===== config.mk =====
export PLATFORM = sky130hd
export DESIGN_NAME = csc_top
export DESIGN_NICKNAME = d
export VERILOG_FILES = /design/src/rtl/csc_pkg.sv /design/src/rtl/csc_coef_bank.sv /design/src/rtl/csc_row.sv /design/src/rtl/csc_top.sv
export SDC_FILE = /design/constraint.sdc
export NUM_CORES = 2
export LEC_CHECK = 0
export BUFFER_PORTS_ARGS = -buffer_cell sky130_fd_sc_hd__buf_2
export CORE_MARGIN = 8
export CORE_UTILIZATION = 30
export DETAILED_ROUTE_END_ITERATION = 12
export PLACE_DENSITY_LB_ADDON = 0.05
export SLEW_MARGIN = 20
export SYNTH_ARGS = -nofsm -noshare
export SYNTH_HDL_FRONTEND = slang
export SYNTH_SLANG_ARGS = --single-unit

===== constraint.sdc =====
create_clock -name clk -period 12.5 [get_ports clk]
set_clock_uncertainty 0.2 [all_clocks]
set_input_delay 1.875 -clock clk [delete_from_list [all_inputs] [get_ports clk]]
set_output_delay 1.875 -clock clk [all_outputs]
set_load 0.005 [all_outputs]

===== src/rtl/csc_pkg.sv =====
package csc_pkg;
  localparam int NROW       = 3;
  localparam int NTERM      = 4;
  localparam int NCOEF      = NROW * NTERM;
  localparam int CFG_EN_ADDR = NCOEF;

  // reset matrix: RGB to BT.601 limited-range YCbCr
  function automatic logic [15:0] default_coef(input int idx);
    case (idx)
      0:  return 16'h0107;
      1:  return 16'h0204;
      2:  return 16'h0064;
      3:  return 16'h0108;
      4:  return 16'h3F69;
      5:  return 16'h3ED6;
      6:  return 16'h01C1;
      7:  return 16'h0808;
      8:  return 16'h01C1;
      9:  return 16'h3E88;
      10: return 16'h3FB8;
      11: return 16'h0808;
      default: return 16'h0000;
    endcase
  endfunction
endpackage


===== src/rtl/csc_coef_bank.sv =====
module csc_coef_bank
  import csc_pkg::*;
#(
  parameter int COEF_W = 14,
  parameter int ADDR_W = 4
) (
  input  logic              clk,
  input  logic              rst_n,
  input  logic              wr_en,
  input  logic [ADDR_W-1:0] wr_addr,
  input  logic [COEF_W-1:0] wr_data,
  input  logic              load,
  output logic [COEF_W-1:0] use_coef [NCOEF],
  output logic              use_en,
  output logic [COEF_W-1:0] act_coef [NCOEF],
  output logic              act_en
);
  logic [COEF_W-1:0] stg_q [NCOEF];
  logic [COEF_W-1:0] stg_d [NCOEF];
  logic [COEF_W-1:0] act_q [NCOEF];
  logic [COEF_W-1:0] act_d [NCOEF];
  logic              stg_en_q, stg_en_d, act_en_q, act_en_d;

  always_comb begin
    for (int i = 0; i < NCOEF; i++) begin
      stg_d[i]    = (wr_en && (wr_addr == ADDR_W'(i))) ? wr_data : stg_q[i];
      act_d[i]    = load ? stg_q[i] : act_q[i];
      use_coef[i] = act_d[i];
      act_coef[i] = act_q[i];
    end
    stg_en_d = (wr_en && (wr_addr == ADDR_W'(CFG_EN_ADDR))) ? wr_data[0] : stg_en_q;
    act_en_d = load ? stg_en_q : act_en_q;
    use_en   = act_en_d;
    act_en   = act_en_q;
  end

  always_ff @(posedge clk or negedge rst_n) begin
    if (!rst_n) begin
      for (int i = 0; i < NCOEF; i++) begin
        stg_q[i] <= COEF_W'(default_coef(i));
        act_q[i] <= COEF_W'(default_coef(i));
      end
      stg_en_q <= 1'b0;
      act_en_q <= 1'b0;
    end else begin
      stg_q    <= stg_d;
      act_q    <= act_d;
      stg_en_q <= stg_en_d;
      act_en_q <= act_en_d;
    end
  end
endmodule


===== src/rtl/csc_row.sv =====
module csc_row #(
  parameter int PIX_W    = 8,
  parameter int COEF_W   = 14,
  parameter int FRAC     = 10,
  parameter int OFF_FRAC = 4
) (
  input  logic              clk,
  input  logic              adv,
  input  logic [PIX_W-1:0]  px [3],
  input  logic [COEF_W-1:0] cf [4],
  output logic [PIX_W-1:0]  res
);
  localparam int PROD_W = PIX_W + 1 + COEF_W;
  localparam int SUM_W  = PROD_W + 2;
  localparam int OFF_SH = FRAC - OFF_FRAC;
  localparam logic signed [SUM_W-1:0] MAXV = SUM_W'((1 << PIX_W) - 1);

  logic signed [PROD_W-1:0] prod_d [3];
  logic signed [PROD_W-1:0] prod_q [3];
  logic signed [SUM_W-1:0]  off_d, off_q, sum_d, sum_q, quo;

  always_comb begin
    for (int k = 0; k < 3; k++)
      prod_d[k] = PROD_W'($signed({1'b0, px[k]})) * PROD_W'($signed(cf[k]));
    off_d = SUM_W'($signed(cf[3])) <<< OFF_SH;
    sum_d = SUM_W'(prod_q[0]) + SUM_W'(prod_q[1]) + SUM_W'(prod_q[2]) + off_q;
    quo   = sum_q >>> FRAC;
    if (quo < 0)         res = '0;
    else if (quo > MAXV) res = '1;
    else                 res = quo[PIX_W-1:0];
  end

  // stage 1: products and aligned offset; stage 2: row sum
  always_ff @(posedge clk) begin
    if (adv) begin
      prod_q <= prod_d;
      off_q  <= off_d;
      sum_q  <= sum_d;
    end
  end
endmodule


===== src/rtl/csc_top.sv =====
module csc_top
  import csc_pkg::*;
#(
  parameter int PIX_W    = 8,
  parameter int COEF_W   = 14,
  parameter int SIDE_W   = 2,
  parameter int ADDR_W   = 4,
  parameter int FRAC     = 10,
  parameter int OFF_FRAC = 4
) (
  input  logic                 clk,
  input  logic                 rst_n,
  input  logic                 cfg_we,
  input  logic [ADDR_W-1:0]    cfg_addr,
  input  logic [COEF_W-1:0]    cfg_wdata,
  input  logic                 in_valid,
  output logic                 in_ready,
  input  logic                 in_sof,
  input  logic [SIDE_W-1:0]    in_side,
  input  logic [3*PIX_W-1:0]   in_data,
  output logic                 out_valid,
  input  logic                 out_ready,
  output logic                 out_sof,
  output logic [SIDE_W-1:0]    out_side,
  output logic [3*PIX_W-1:0]   out_data
);
  localparam int DATA_W = NROW * PIX_W;

  // reset: asserted asynchronously, released on a clock edge
  logic [1:0] rs_q;
  logic       rst_sync_n;
  always_ff @(posedge clk or negedge rst_n) begin
    if (!rst_n) rs_q <= 2'b00;
    else        rs_q <= {rs_q[0], 1'b1};
  end
  assign rst_sync_n = rs_q[1];

  logic adv, load;
  logic v1_q, v2_q, v3_q, v1_d, v2_d, v3_d;
  logic byp1_q, byp2_q, sof1_q, sof2_q, sof3_q;
  logic [SIDE_W-1:0] side1_q, side2_q, side3_q;
  logic [DATA_W-1:0] pix1_q, pix2_q, out_q, out_d, mat_w;

  logic [COEF_W-1:0] use_coef [NCOEF];
  logic [COEF_W-1:0] act_coef [NCOEF];
  logic              use_en, act_en;
  logic [NCOEF*COEF_W-1:0] act_flat;
  logic [PIX_W-1:0]  px [3];

  always_comb begin
    adv  = !v3_q || out_ready;
    load = in_valid && adv && in_sof;
    for (int c = 0; c < 3; c++) px[c] = in_data[(2-c)*PIX_W +: PIX_W];
    v1_d  = adv ? in_valid : v1_q;
    v2_d  = adv ? v1_q     : v2_q;
    v3_d  = adv ? v2_q     : v3_q;
    out_d = byp2_q ? pix2_q : mat_w;
  end

  csc_coef_bank #(.COEF_W(COEF_W), .ADDR_W(ADDR_W)) u_bank (
    .clk      (clk),
    .rst_n    (rst_sync_n),
    .wr_en    (cfg_we),
    .wr_addr  (cfg_addr),
    .wr_data  (cfg_wdata),
    .load     (load),
    .use_coef (use_coef),
    .use_en   (use_en),
    .act_coef (act_coef),
    .act_en   (act_en)
  );

  for (genvar i = 0; i < NCOEF; i++) begin : g_flat
    assign act_flat[i*COEF_W +: COEF_W] = act_coef[i];
  end

  for (genvar r = 0; r < NROW; r++) begin : g_row
    logic [COEF_W-1:0] rcf [NTERM];
    logic [PIX_W-1:0]  rres;
    always_comb for (int t = 0; t < NTERM; t++) rcf[t] = use_coef[r*NTERM + t];
    csc_row #(.PIX_W(PIX_W), .COEF_W(COEF_W), .FRAC(FRAC), .OFF_FRAC(OFF_FRAC)) u_row (
      .clk (clk),
      .adv (adv),
      .px  (px),
      .cf  (rcf),
      .res (rres)
    );
    assign mat_w[(NROW-1-r)*PIX_W +: PIX_W] = rres;
  end

  always_ff @(posedge clk or negedge rst_sync_n) begin
    if (!rst_sync_n) begin
      v1_q <= 1'b0;
      v2_q <= 1'b0;
      v3_q <= 1'b0;
    end else begin
      v1_q <= v1_d;
      v2_q <= v2_d;
      v3_q <= v3_d;
    end
  end

  always_ff @(posedge clk) begin
    if (adv) begin
      byp1_q  <= !use_en;
      pix1_q  <= in_data;
      sof1_q  <= in_sof;
      side1_q <= in_side;
      byp2_q  <= byp1_q;
      pix2_q  <= pix1_q;
      sof2_q  <= sof1_q;
      side2_q <= side1_q;
      out_q   <= out_d;
      sof3_q  <= sof2_q;
      side3_q <= side2_q;
    end
  end

  assign in_ready  = adv;
  assign out_valid = v3_q;
  assign out_data  = out_q;
  assign out_sof   = sof3_q;
  assign out_side  = side3_q;
endmodule


## After elaboration in Yosys (flattened, before gate mapping)

Index checks and enable logic that the tools add are counted.

- Flip-flop bits (word level): 750
- Logic and storage cells: 131
- Input bits: 50

- Magnitude comparators: 6
- Equal/unequal tests: 12
- Add/subtract/negate cells: 9
- Multiply operators: 9
- Multiplexer cells: 20
- Reductions and logical operators: 19

Operator list:

| cell | count |
|---|---|
| $mul 9x14->23 | 9 |
| $mux 14 | 12 |
| $add 24x23->25 | 3 |
| $add 25x20->25 | 3 |
| $add 23x23->24 | 3 |
| $mux 8 | 6 |
| $gt 15x9->1 const B | 3 |
| $lt 15x1->1 const B | 3 |
| $mux 24 | 1 |
| $eq 4x4->1 const B | 5 |
| $eq 4x3->1 const B | 4 |
| $logic_and 1x1->1 | 15 |
| $eq 4x2->1 const B | 2 |
| $eq 4x1->1 const B | 1 |
| $logic_not 4->1 | 1 |
| $logic_not 1->1 | 2 |
| $logic_or 1x1->1 | 1 |
| $mux 1 | 1 |

## Longest topological paths before layout

- Depth in word-level cells: 6
- Gate-level depth with buffers: 24
- Depth with buffers taken out: 22

## Cells and area by module

A second synthesis with hierarchy kept.

- Cells, all modules: 6216
- Area total of the unflattened synthesis: 67488.5 µm²

Modules (own cells, without submodules):

| module | instances | area an instance (µm²) | cells each |
|---|---|---|---|
| csc_row at g_row[2].u_row | 1 | 17440.5 | 1824 |
| csc_row at g_row[1].u_row | 1 | 17156.5 | 1772 |
| csc_row at g_row[0].u_row | 1 | 17080.1 | 1754 |
| csc_coef_bank | 1 | 12748.5 | 744 |
| csc_top | 1 | 3062.9 | 122 |

## Least setup slack after synthesis

OpenSTA, ideal clock, no wires.

- Kind: input to register
- From: input port out_ready
- To: register g_row[0].u_row.prod_q[68] (netlist bit), data pin
- Setup slack: -4771 ps
- Data arrival time: 16797 ps
- Setup time: 274 ps
- Stages: 22
- Cells stage by stage: nand2b_1 and3_1 clkbuf_1 buf_2 buf_2 mux2_2 and2_1 fa_1 fa_1 fa_1 inv_1 fa_1 inv_1 ha_1 a21oi_2 o21ai_1 a31o_1 a31o_1 a41o_1 or4_1 nand2_1 a211oi_2

RTL lines:

| element | line | text |
|---|---|---|
| from (decl) | csc_top.sv:22 | `input logic out_ready,` |
| to (signal assigned) | csc_row.sv:36 | `prod_q <= prod_d;` |
| to (decl) | csc_row.sv:19 | `logic signed [PROD_W-1:0] prod_q [3];` |

==> impl_metrics.ini <==
[sta]
slew_viol_final = 0
finalCritPeriodShare_pct = 67.0
worst_slack_ps = 4120
worst_pin_slew_ps = 1020
post-route-min-period_ps = 8380
final_hold_viol_count = 0
max_freq_mhz = 119
relSlewSlack_pct = 30.2
setup_viol = 0
rsz0062_at_grt = false
tns_ps = 0

[synth]
synth_edf_count = 377
synth.avg_cell_area_um2 = 10.9
synth_nets = 7543
ys_warn_count = 0
synthArstFlopShare_pct = 47.6
synth_cell_types = 71
synth_xor_area_share_pct = 2.95
synth_top_family_by_area = adder cells
synthAdderAreaFrac_pct = 37.4
yosys_register_bits = 720
synth_compound_area_share_pct = 4.49
synth_mux_area_share_pct = 5.75
synth_area_um2 = 66200
netlist_instances = 6071
yosysSeqAreaShare_pct = 30.3
synthFlopType = edfxtp_1
yosys.area_share.simple_pct = 10.6

[cts]
clkLatencyLatePin_ps = 740
cts_tree = yes
cts.clk_slew.worst_paths_ps = 60
root_buffer = clkbuf_16
cts_hold_buf = 0
clock-sinks = 720
cts_buffers = 95
clockBufferDepth = 3
ctsHtreeMaxLevel = 3
cts_resized = 0
post_cts_buffers = 0

[route]
firstDrtPassIters = 5
ant_nets = 0
wirelength_um = 179000
vias = 40700
first_iter_violations = 1934
wire_per_inst_um = 19.6
vias_per_cell = 4.47
drc_errors = 0

[setup_path]
worstPathMaxFanout = 40
critPathKind = in -> reg
crit_slowest_cell = mux2i_1
path_cells = buf_2 > nand2b_4 > and3_4 > buf_4 > mux2i_1 > nor2b_1 > fa_1 > ha_1 > ha_1 > inv_1 > fa_1 > inv_1 > ha_1 > fa_1 > a21oi_2 > o21ai_1 > a31o_1 > a31o_1 > a41o_1 > or4_1 > and3_1 > a211oi_2
critPathLaunchType = input port
worstPathArrival_ps = 8740
critical_path_required_ps = 12860
cp-end-kind = flip-flop
max_stage_delay_ps = 720

[global_route]
grtUsageTotal_pct = 15.4
grt_max_degree = 115
grt_pass1_wl_um = 279000
grt-ovfl-total = 0
antenna_found_initial = 31
grt_pass1_vias = 44100

[outcome]
status = completed

[placement]
placed_cells = 8916
place_ws_ps = 3280
place.gp.congestion = 0.755
dp_hpwl_um = 130000
port_buffers = 78

[floorplan]
die_h_um = 486
core_area_um2 = 220000
die_x_um = 486
num_io_pins = 79
die_area_um2 = 236000
start_util_pct = 30.1
num_rows = 172

[finish]
area_delta_synth_final_pct = 10.8
post-route-util_pct = 33.4
fin_nets = 7614
nFillCells = 22400
regArea_um2 = 20100
layout-drive-gt1-share_pct = 12.2
fin_cells = 9107
multiInputGateArea_um2 = 40600

[worst_hold_path]
hold_class = reg -> reg

[job]
max-cap-violations = 0
[cell usage in the layout, fill, tap and decap left out, types with 11 or more instances in the layout]
cell type,count
xor2_1,60
or3_1,21
nand2b_1,14
nor2_1,116
nand3_1,27
mux2i_1,18
o31ai_1,30
a21o_1,45
dfrtp_1,222
and2_1,365
fa_1,930
a31oi_1,21
nor3_1,35
nor2b_1,134
buf_4,49
and3_1,29
ha_1,492
o21bai_1,25
inv_1,1326
o21ai_1,28
clkbuf_16,95
edfxtp_1,377
clkinv_2,19
mux2_2,322
a21oi_1,147
nand2_1,633
buf_2,78
diode_2,11
bufinv_16,13
dfstp_2,120
xnor2_1,163
clkbuf_1,16
nand4_1,14
o21ai_0,46
[metal layers]
layer	vias to the layer above	track usage, %	wire length [µm]
li1	19100	-	-
met1	20900	22.2	86200
met2	571	25.1	83100
met3	149	1.68	6210
met4	0	3.40	3150
met5	-	0	0
[final timing paths]
kind	startpoint	to	slack, ps	cells after the start
hold reg to reg	rs_q[0]$_DFF_PN0_	rs_q[1]$_DFF_PN0_	150	0
setup reg to reg	out_valid$_DFFE_PN0N_	g_row[0].u_row.prod_q[68]$_DFFE_PN_	5000	21
setup / recovery	out_ready	g_row[0].u_row.prod_q[68]$_DFFE_PN_	4120	22
hold / removal	rs_q[0]$_DFF_PN0_	rs_q[1]$_DFF_PN0_	150	0
min in group asynchronous	rs_q[1]$_DFF_PN0_	u_bank.act_coef[124]$_DFF_PN0_	200	0
max in group asynchronous	rs_q[1]$_DFF_PN0_	u_bank.act_coef[47]$_DFF_PN0_	9870	2
[through the flow]
step	area, µm²	hold WS, ps
after floorplan	66200	131
after global placement	70000	138
after detailed placement	70000	137
after CTS	73300	151
after global routing	73300	151
final	73300	147
[synth_stat cells (45+ instances only)]
master	n	share of area, %
inv_1	1326	7.5
fa_1	930	28
nand2_1	633	3.6
ha_1	492	9.3
edfxtp_1	377	17
and2_1	365	3.5
mux2_2	322	5.5
dfrtp_1	223	8.4
xnor2_1	163	2.2
a21oi_1	147	1.1
nor2b_1	134	1.3
clkbuf_1	130	0.74
dfstp_2	120	4.8
nor2_1	120	0.68
xor2_1	60	0.79
o21ai_0	46	0.35
a21o_1	45	0.51
[cells by family (layout without fill, tap and decap cells)]
kind of cell / after synthesis / count (layout)
fa+ha+maj: 1422 / 1422
buf+inv: 1481 / 1635
compound gates: 452 / 452
flops: 720 / 720
simple gates: 1432 / 1432
mux: 340 / 340
other cells: 1 / 12
xor+xnor: 223 / 223
[final cells by class]
class | count | area share, %
tap | 2871 | 4.90
timing repair buffer | 129 | 1.09
clock buffer | 121 | 3.51
antenna | 11 | 0.0375
clock inverter | 59 | 1.03
sequential | 720 | 27.3
inverter | 1326 | 6.79
multi-input combinational | 3870 | 55.3
[critical path: cells and delay by family]
family	cells	cell delay (ps)
buffers and inverters	4	850
multiplexers	1	720
adder cells (fa/ha/maj)	6	2130
AO/OA/AOI/OAI	6	1290
AND/OR/NAND/NOR	5	1820
[flip-flops by register name (all words and copies together) (netlist names), 2 cells and up]
signal	flops
g_row.u_row.off_q	42
g_row.u_row.prod_q	207
u_bank.stg_q	168
out_side	2
side1_q	2
rs_q	2
g_row.u_row.sum_q	45
u_bank.act_coef	168
side2_q	2
pix1_q	24
pix2_q	24
out_data	24
Power is not shown: default switching activity piles up to over one toggle a cycle in this logic, so the estimate is an artifact.
